$ cat config.mk
export PLATFORM = sky130hd
export DESIGN_NAME = sparse_reg_bank
export DESIGN_NICKNAME = d
export VERILOG_FILES = /design/src/rtl/sparse_bank_pkg.sv /design/src/rtl/sparse_bank_ctrl.sv /design/src/rtl/sparse_bank_dp.sv /design/src/rtl/sparse_reg_bank.sv
export SDC_FILE = /design/constraint.sdc
export NUM_CORES = 1
export LEC_CHECK = 0
export ABC_CLOCK_PERIOD_IN_PS = 4350
export BUFFER_PORTS_ARGS = -buffer_cell sky130_fd_sc_hd__buf_2
export CAP_MARGIN = 40
export CORE_ASPECT_RATIO = 1.2
export CORE_UTILIZATION = 52
export DETAILED_ROUTE_END_ITERATION = 10
export HOLD_SLACK_MARGIN = 0.02
export PLACE_DENSITY = 0.8
export SLEW_MARGIN = 30
export SYNTH_ARGS = -nofsm -noshare
export SYNTH_HDL_FRONTEND = slang
export SYNTH_SLANG_ARGS = --single-unit
$ cat constraint.sdc
create_clock -name clk -period 4.35 [get_ports clk]
set_input_delay 0.2175 -clock clk [delete_from_list [all_inputs] [get_ports clk]]
set_output_delay 0.2175 -clock clk [all_outputs]
set_load 0.1 [all_outputs]
$ cat src/rtl/sparse_bank_pkg.sv
package sparse_bank_pkg;

  // Read multiplexer construction
  typedef enum logic [1:0] {
    MUX_BINARY = 2'd0,
    MUX_ONEHOT = 2'd1,
    MUX_CHAIN  = 2'd2
  } muxStyle_e;

  // Classification strobes from the address decoder to the datapath
  typedef struct packed {
    logic hit;   // address is a populated index
    logic hole;  // unpopulated, not above the largest populated index
    logic oob;   // above the largest populated index
  } rdSel_t;

endpackage

$ cat src/rtl/sparse_bank_ctrl.sv
module sparse_bank_ctrl
  import sparse_bank_pkg::*;
#(
  parameter int          NUM_SLOTS = 5,
  parameter int          ADDR_W    = 5,
  parameter int          SEL_W     = 3,
  parameter int unsigned SLOT_IDX [NUM_SLOTS] = '{default: 0}
) (
  input  logic [ADDR_W-1:0]    rdAddr,
  output rdSel_t               rdSel,
  output logic [NUM_SLOTS-1:0] hitOh,
  output logic [SEL_W-1:0]     hitBin
);

  localparam int LAST = NUM_SLOTS - 1;

  logic [NUM_SLOTS-1:0] eqVec;
  logic [NUM_SLOTS-1:0] aboveVec;

  for (genvar gi = 0; gi < NUM_SLOTS; gi++) begin : g_cmp
    assign eqVec[gi]    = (rdAddr == ADDR_W'(SLOT_IDX[gi]));
    assign aboveVec[gi] = (rdAddr >  ADDR_W'(SLOT_IDX[gi]));
  end

  // Sorted list: the number of populated indices below the address is the
  // dense slot number on a hit.
  assign hitBin     = SEL_W'($countones(aboveVec));
  assign hitOh      = eqVec;
  assign rdSel.hit  = |eqVec;
  assign rdSel.oob  = aboveVec[LAST];
  assign rdSel.hole = ~(|eqVec) & ~aboveVec[LAST];

endmodule

$ cat src/rtl/sparse_bank_dp.sv
module sparse_bank_dp
  import sparse_bank_pkg::*;
#(
  parameter int          NUM_SLOTS = 5,
  parameter int          DATA_W    = 16,
  parameter int          ADDR_W    = 5,
  parameter int          SEL_W     = 3,
  parameter int unsigned SLOT_IDX [NUM_SLOTS] = '{default: 0},
  parameter muxStyle_e   MUX_STYLE = MUX_BINARY,
  parameter logic [DATA_W-1:0] HOLE_VAL = '0
) (
  input  logic                              clk,
  input  logic                              rst,
  input  logic [NUM_SLOTS-1:0]              wrEn,
  input  logic [NUM_SLOTS-1:0][DATA_W-1:0]  wrData,
  input  logic [ADDR_W-1:0]                 rdAddr,
  input  rdSel_t                            rdSel,
  input  logic [NUM_SLOTS-1:0]              hitOh,
  input  logic [SEL_W-1:0]                  hitBin,
  output logic [DATA_W-1:0]                 rdData
);

  localparam bit ZERO_POP = (SLOT_IDX[0] == 0);

  logic [NUM_SLOTS-1:0][DATA_W-1:0] slotQ;
  logic [DATA_W-1:0]                oobVal;
  logic [DATA_W-1:0]                missVal;
  logic                             unusedSink;

  // Dense storage: one register per populated index
  always_ff @(posedge clk) begin
    if (rst) begin
      slotQ <= '0;
    end else begin
      for (int i = 0; i < NUM_SLOTS; i++) begin
        if (wrEn[i]) slotQ[i] <= wrData[i];
      end
    end
  end

  if (ZERO_POP) begin : g_oobFirst
    assign oobVal = slotQ[0];
  end else begin : g_oobZero
    assign oobVal = '0;
  end

  assign missVal    = rdSel.oob ? oobVal : HOLE_VAL;
  assign unusedSink = ^{hitOh, hitBin, rdAddr};

  if (MUX_STYLE == MUX_BINARY) begin : g_binary
    logic [DATA_W-1:0] picked;
    always_comb begin
      picked = '0;
      if (int'(hitBin) < NUM_SLOTS) picked = slotQ[hitBin];
    end
    assign rdData = rdSel.hit ? picked : missVal;
  end else if (MUX_STYLE == MUX_ONEHOT) begin : g_onehot
    logic [DATA_W-1:0] picked;
    always_comb begin
      picked = '0;
      for (int i = 0; i < NUM_SLOTS; i++) begin
        if (hitOh[i]) picked = picked | slotQ[i];
      end
    end
    assign rdData = rdSel.hit ? picked : missVal;
  end else begin : g_chain
    // Priority chain of direct compares; lowest list position wins last
    always_comb begin
      rdData = missVal;
      for (int i = NUM_SLOTS - 1; i >= 0; i--) begin
        if (rdAddr == ADDR_W'(SLOT_IDX[i])) rdData = slotQ[i];
      end
    end
  end

endmodule

$ cat src/rtl/sparse_reg_bank.sv
module sparse_reg_bank
  import sparse_bank_pkg::*;
#(
  parameter int          LOGICAL_SIZE = 16,
  parameter int          NUM_SLOTS    = 5,
  parameter int          DATA_W       = 16,
  parameter int          ADDR_W       = $clog2(LOGICAL_SIZE) + 1,
  parameter int unsigned SLOT_IDX [NUM_SLOTS] = '{0, 3, 4, 9, 12},
  parameter muxStyle_e   MUX_STYLE    = MUX_BINARY,
  parameter logic [DATA_W-1:0] HOLE_VAL = '0
) (
  input  logic                              clk,
  input  logic                              rst,
  input  logic [NUM_SLOTS-1:0]              wrEn,
  input  logic [NUM_SLOTS-1:0][DATA_W-1:0]  wrData,
  input  logic [ADDR_W-1:0]                 rdAddr,
  output logic [DATA_W-1:0]                 rdData
);

  localparam int SEL_W = (NUM_SLOTS > 1) ? $clog2(NUM_SLOTS + 1) : 1;

  function automatic bit listOk();
    for (int i = 0; i < NUM_SLOTS; i++) begin
      if (SLOT_IDX[i] >= LOGICAL_SIZE) return 1'b0;
      if (i > 0 && SLOT_IDX[i] <= SLOT_IDX[i-1]) return 1'b0;
    end
    return 1'b1;
  endfunction

  localparam bit LIST_OK = listOk();
  localparam bit ADDR_OK = (ADDR_W >= $clog2(LOGICAL_SIZE + 1));

  if (!LIST_OK) begin : g_badList
    $error("sparse_reg_bank: SLOT_IDX must be strictly increasing and below LOGICAL_SIZE");
  end
  if (!ADDR_OK) begin : g_badAddr
    $error("sparse_reg_bank: ADDR_W must reach past LOGICAL_SIZE - 1");
  end

  rdSel_t               rdSel;
  logic [NUM_SLOTS-1:0] hitOh;
  logic [SEL_W-1:0]     hitBin;

  sparse_bank_ctrl #(
    .NUM_SLOTS (NUM_SLOTS),
    .ADDR_W    (ADDR_W),
    .SEL_W     (SEL_W),
    .SLOT_IDX  (SLOT_IDX)
  ) i_ctrl (
    .rdAddr (rdAddr),
    .rdSel  (rdSel),
    .hitOh  (hitOh),
    .hitBin (hitBin)
  );

  sparse_bank_dp #(
    .NUM_SLOTS (NUM_SLOTS),
    .DATA_W    (DATA_W),
    .ADDR_W    (ADDR_W),
    .SEL_W     (SEL_W),
    .SLOT_IDX  (SLOT_IDX),
    .MUX_STYLE (MUX_STYLE),
    .HOLE_VAL  (HOLE_VAL)
  ) i_dp (
    .clk    (clk),
    .rst    (rst),
    .wrEn   (wrEn),
    .wrData (wrData),
    .rdAddr (rdAddr),
    .rdSel  (rdSel),
    .hitOh  (hitOh),
    .hitBin (hitBin),
    .rdData (rdData)
  );

endmodule

# Word-level counts from Yosys, hierarchy flattened
# Index checks and enable logic that the tools add are counted.
[totals] ramBits=0 wordCells=27 mem_bits_ro=0 regBits=80 latch_bits=0 in_bits=92 n_memories=0
[op_classes] eq_ne=4 muxes=5 n_lt_le_gt_ge=7 div=0 shift=0 reduce_logical=2 bitwise=0 mul=0 add_sub_neg=4
[ops] cell="$mux W16" n=4
[ops] cell="$bmux W16 S3" n=1
[ops] cell="$eq A5 B4 Y1 const B" n=2
[ops] cell="$gt A5 B4 Y1 const B" n=2
[ops] cell="$eq A5 B2 Y1 const B" n=1
[ops] cell="$eq A5 B3 Y1 const B" n=1
[ops] cell="$gt A5 B1 Y1 const B" n=1
[ops] cell="$gt A5 B2 Y1 const B" n=1
[ops] cell="$gt A5 B3 Y1 const B" n=1
[ops] cell="$logic_not A5 Y1" n=1
[ops] cell="$reduce_or A5 Y1" n=1
[ops] cell="$add A1 B1 Y2" n=2
[ops] cell="$lt A3 B4 Y1 const B" n=1
[ops] cell="$add A3 B1 Y3" n=1
[ops] cell="$add A3 B3 Y3" n=1
[ops] cell="$lt A3 B3 Y1 const B" n=1

# Longest topological paths before layout
[depth] depth_word=8 depth_mapped=15 depth_no_buf=11

# Hierarchy
# From an unflattened synthesis, not the netlist that was laid out.
[unflattened] cells_unflattened=361 area_unflattened_um2=3786.1
[modules_own_cells] mod="sparse_bank_dp" seq_area_each_um2=1601.5 instances=1 area_per_inst_um2=3504.6 cells_each=324
[modules_own_cells] mod="sparse_bank_ctrl" seq_area_each_um2=0.0 instances=1 area_per_inst_um2=281.5 cells_each=37

# Least setup slack after synthesis
# No wires, ideal clock.
[synth_timing] kind="in2out" start="input port rdAddr[3]" end="output port rdData[0]" required_time_ns=4.133 arrival_time_ns=4.765 slack_ns=-0.633 path_stages=13 n_path_buf=2 path_cell_list="or3_1 > or2_2 > ha_1 > inv_1 > fa_1 > inv_1 > fa_1 > buf_6 > nand2b_1 > clkbuf_2 > o22ai_1 > a21oi_1 > o21ai_0"
[synth_between] elab_chain_cells=8
[synth_lines] element="start, declared" line_no="sparse_reg_bank.sv:16" source="input logic [ADDR_W-1:0] rdAddr,"
[synth_lines] element="$gt A5 B1 Y1, or another cell as far along" line_no="sparse_bank_ctrl.sv:22" source="assign aboveVec[gi] = (rdAddr > ADDR_W'(SLOT_IDX[gi]));"
[synth_lines] element="$add A1 B1 Y2 (implied by the code)" line_no="sparse_bank_ctrl.sv:27" source="assign hitBin = SEL_W'($countones(aboveVec));"
[synth_lines] element="$add A3 B3 Y3 (implied by the code)" line_no="sparse_bank_ctrl.sv:27"
[synth_lines] element="$add A3 B1 Y3 (implied by the code)" line_no="sparse_bank_ctrl.sv:27"
[synth_lines] element="$bmux W16 S3" line_no="sparse_bank_dp.sv:54" source="if (int'(hitBin) < NUM_SLOTS) picked = slotQ[hitBin];"
[synth_lines] element="$mux W16 (implied by the code)" line_no="sparse_bank_dp.sv:54"
[synth_lines] element="$mux W16" line_no="sparse_bank_dp.sv:54"
[synth_lines] element="$mux W16 (*)" line_no="sparse_bank_dp.sv:56" source="assign rdData = rdSel.hit ? picked : missVal;"
[synth_lines] element="end, declared" line_no="sparse_reg_bank.sv:17" source="output logic [DATA_W-1:0] rdData"
# Every way passes the cells marked *; elsewhere a longest branch is shown, timed or not. The select of a mux whose other input is x is not followed.

# Worst setup path in the final report
[layout_timing] start="input port rdAddr[3]" end="output port rdData[14]"
# The elaborated chain is that of the path after synthesis.

==> results.txt <==
The transition time at the pin with the least slew margin is 821 ps. The total global-route track usage came out at 26.5%. Of the available clock period, the critical path in the final layout requires 88.7%. Relative to the synthesized area, the layout overhead comes to 23.8%.

The count of warnings emitted by yosys is 0. The post-route core utilization is 67.6%. The number of standard-cell rows in the floorplan came out at 33. The fraction of layout instances using a drive strength above 1 is 29.3%. The number of DRC violations after detailed routing is 0. The gate count after technology mapping came out at 393.

Of the total power, the share spent switching nets is 31.0%. The clock latency on the worst-skew pair came out at 340 ps. The mean area per synthesized cell is 9.64 um^2. The required time of the worst setup path is 4130 ps. The total iterations of the first detailed-routing run is 5. In the synthesized netlist the async set-or-reset flop fraction comes to 0%. The effective utilization at floorplan came out at 54.6%. After clock tree synthesis, the flow added hold-fix buffers numbering 0. The area taken by multi-input logic gates is 1970 um^2.

The number of flip-flops and latches in the synthesized netlist came out at 80. Max-cap violations in this run came to 0. The worst path in the final design needs a cycle of 3860 ps, including I/O delays and setup.

The kind of end point of the critical path is a primary output. The headroom to the max-slew limit came out at 45.3%. After the first detailed-routing iteration, the DRC count stood at 170. Timing would allow up to 0.259 GHz.

The portion of total power attributed to the clock network came out at 30.0%. The number of setup buffers added after CTS is 0. The run finished with clean final reports.

The logic gate share of total power is 25.1%. The number of port buffers came out at 107. The number of pins with negative max-slew slack in the final report is 0.

The register-to-register path setup slack came out at 3650 ps. The setup TNS came out at 0 ps. Dividing total power by cell area gives a power density of 382 nW/um^2. In the layout the commonest cells are sky130_fd_sc_hd__mux2i_1, sky130_fd_sc_hd__buf_2, sky130_fd_sc_hd__nor2_1, sky130_fd_sc_hd__dfxtp_1. The first global-routing pass estimated 15100 um of wire.

The final weighted congestion of routability-driven global placement came out at 0.842. The detailed-route via count came out at 3181. The worst hold margin came out at 108 ps. Setup repair after global routing left no endpoint under its margin. The maximum number of pins on one net before global-route repair came out at 81.

The worst-case IR drop observed on VDD is 0.246 mV. The antenna cell count came out at 0. The average via count per standard cell is 5.53. Setup violations remaining at the end of the flow were counted as 0. The TritonCTS clock tree is yes. Counting along the longest clock path gives a buffer depth of 2. For the worst setup path, the data arrival time is 3640 ps. In this run, distinct cell masters in the synthesized netlist total 31. The clock buffer count from CTS came out at 9. For this block, the routed nets add up to 9500 um of wire.

The post-synthesis instance area is 3790 um^2. After clock tree synthesis, the clock-pin slew on the worst setup and hold paths is 80 ps. The die covers 7630 um^2. The worst slack after detailed placement is 516 ps. The clock arrives with 0 ps of skew. The area of the core is 6940 um^2.

The design internal power came out at 1.24 mW. CTS saw 80 sinks. Sequential cells account for 44.9% of the total power. The number of nets handed over by synthesis was 489. The number of gates given a new drive strength after cts is 0. The type of the tightest min-delay check is in2reg. The hold violation total from the final report came to 0.

The post-detailed-route count of antenna-violating nets came out at 0. The total grt overflow is 0. The number of ports placed on the die boundary came out at 108. The sequential cell area came out at 1600 um^2. The filler cell count came out at 565. The number of global-route vias before repair is 3238.

Dividing the detail-routed wire length by the instance count gives 16.5 um. The switching power came out at 0.555 mW. The number of enable flip-flop cells after synthesis came out at 0. The worst setup path is launched from an input pin. The static leakage power came out at 2.25 nW.

Summing the sequential cell areas from Yosys gives 42.3% of the chip area. The maximum fanout count along the critical path is 16. The completed layout was analyzed and its total power is 1.79 mW. The sum of net half-perimeters after detailed placement came out at 6940 um.

The cell sitting at the root of the clock tree is a sky130_fd_sc_hd__clkbuf_8. In this run the vertical extent of the chip is 95.5 um. By startpoint and endpoint, the worst setup path is classified as in2out. The H-tree was split into 3 levels. Leaving out fill and tap cells, the most frequent cell in the layout is sky130_fd_sc_hd__mux2i_1.

The final layout net count came out at 579. In the synthesized netlist the dominant register cell turns out to be sky130_fd_sc_hd__dfxtp_1. The number of antenna violations at the first check in global routing came out at 0. Across all setup checks in the final design, the least slack found is 490 ps. The die width is 79.9 um.
[power groups by stage]
stage                     combinational, mW  sequential, mW  clock, mW
final                                 0.449           0.803      0.538
after global routing                  0.477           0.808      0.578
after CTS                             0.450           0.803      0.549
after detailed placement              0.447           0.819          0
after global placement                0.437           0.817          0
after floorplan                       0.328           0.810          0
[area by class of cell]
cell class | count | area share, %
clock buffer | 10 | 2.94
timing repair buffer | 111 | 16.9
tap | 87 | 2.32
multi-input combinational | 277 | 42.1
inverter | 4 | 0.320
sequential | 80 | 34.2
clock inverter | 6 | 1.25
[logic make-up (layout without fill, tap and decap cells)]
family	count (synthesis)	in the layout	share of synthesized area (%)
muxes	112	112	29.6
and+or+nand+nor	107	107	11.4
DFF	80	80	42.3
AOI/OAI and AO/OA	54	54	9.42
buffers and inverters	36	131	5.58
adders and majority gates	4	4	1.72
[sequential cells by signal, indices dropped and copies added, names as in the netlist]
| signal | flops |
|---|---|
| i_dp.slotQ | 64 |
| i_dp.oobVal | 16 |
[worst max-delay path: stages]
cell	delay, ps
sky130_fd_sc_hd__buf_2	130
sky130_fd_sc_hd__or3_1	380
sky130_fd_sc_hd__or2_2	280
sky130_fd_sc_hd__ha_1	290
sky130_fd_sc_hd__inv_1	50
sky130_fd_sc_hd__fa_1	390
sky130_fd_sc_hd__inv_1	90
sky130_fd_sc_hd__fa_1	450
sky130_fd_sc_hd__nand2b_1	460
sky130_fd_sc_hd__o22ai_1	240
sky130_fd_sc_hd__a31oi_1	70
sky130_fd_sc_hd__o21ai_2	140
sky130_fd_sc_hd__buf_2	450
[stage by stage]
| stage | std cells | area (um^2) |
|---|---|---|
| finish | 575 | 4690 |
| global route | 575 | 4690 |
| CTS | 575 | 4690 |
| detailed placement | 559 | 4490 |
| global placement | 559 | 4490 |
| floorplan | 393 | 3790 |
[layer usage]
| metal | routed length, um | vias to the layer above | share of wire (%) | global-route usage, % |
|---|---|---|---|---|
| met1 | 3890 | 1524 | 41 | 30.0 |
| li1 | - | 1528 | - | - |
| met2 | 4820 | 109 | 51 | 48.0 |
| met5 | 0 | - | 0 | 0 |
| met4 | 304 | 0 | 3.2 | 12.4 |
| met3 | 488 | 20 | 5.1 | 4.40 |
[worst paths after layout]
check,start,to,cells after the start
worst max-delay path,rdAddr[3],rdData[14],13
worst min-delay path,wrData[33],i_dp.slotQ[33]$_SDFFE_PP0P_,3
worst max register to register,i_dp.oobVal[13]$_SDFFE_PP0P_,i_dp.oobVal[13]$_SDFFE_PP0P_,2
worst min register to register,i_dp.slotQ[21]$_SDFFE_PP0P_,i_dp.slotQ[21]$_SDFFE_PP0P_,2
[Yosys cell counts (2+ instances only)]
library cell	n	area share, %
sky130_fd_sc_hd__clkbuf_1	9	0.89
sky130_fd_sc_hd__buf_6	4	1.2
sky130_fd_sc_hd__nand2_1	16	1.6
sky130_fd_sc_hd__mux2i_1	112	30
sky130_fd_sc_hd__buf_2	14	1.9
sky130_fd_sc_hd__o21ai_2	10	2.3
sky130_fd_sc_hd__nor2_1	80	7.9
sky130_fd_sc_hd__buf_4	2	0.40
sky130_fd_sc_hd__fa_1	2	1.1
sky130_fd_sc_hd__dfxtp_1	80	42
sky130_fd_sc_hd__nand2b_1	2	0.33
sky130_fd_sc_hd__inv_1	4	0.40
sky130_fd_sc_hd__o22ai_1	16	2.6
sky130_fd_sc_hd__or2_2	2	0.33
sky130_fd_sc_hd__a21oi_1	16	2.1
sky130_fd_sc_hd__ha_1	2	0.66
sky130_fd_sc_hd__o21ai_0	6	0.79
sky130_fd_sc_hd__nor2b_1	3	0.50
Power figures use the tool's default switching activity.
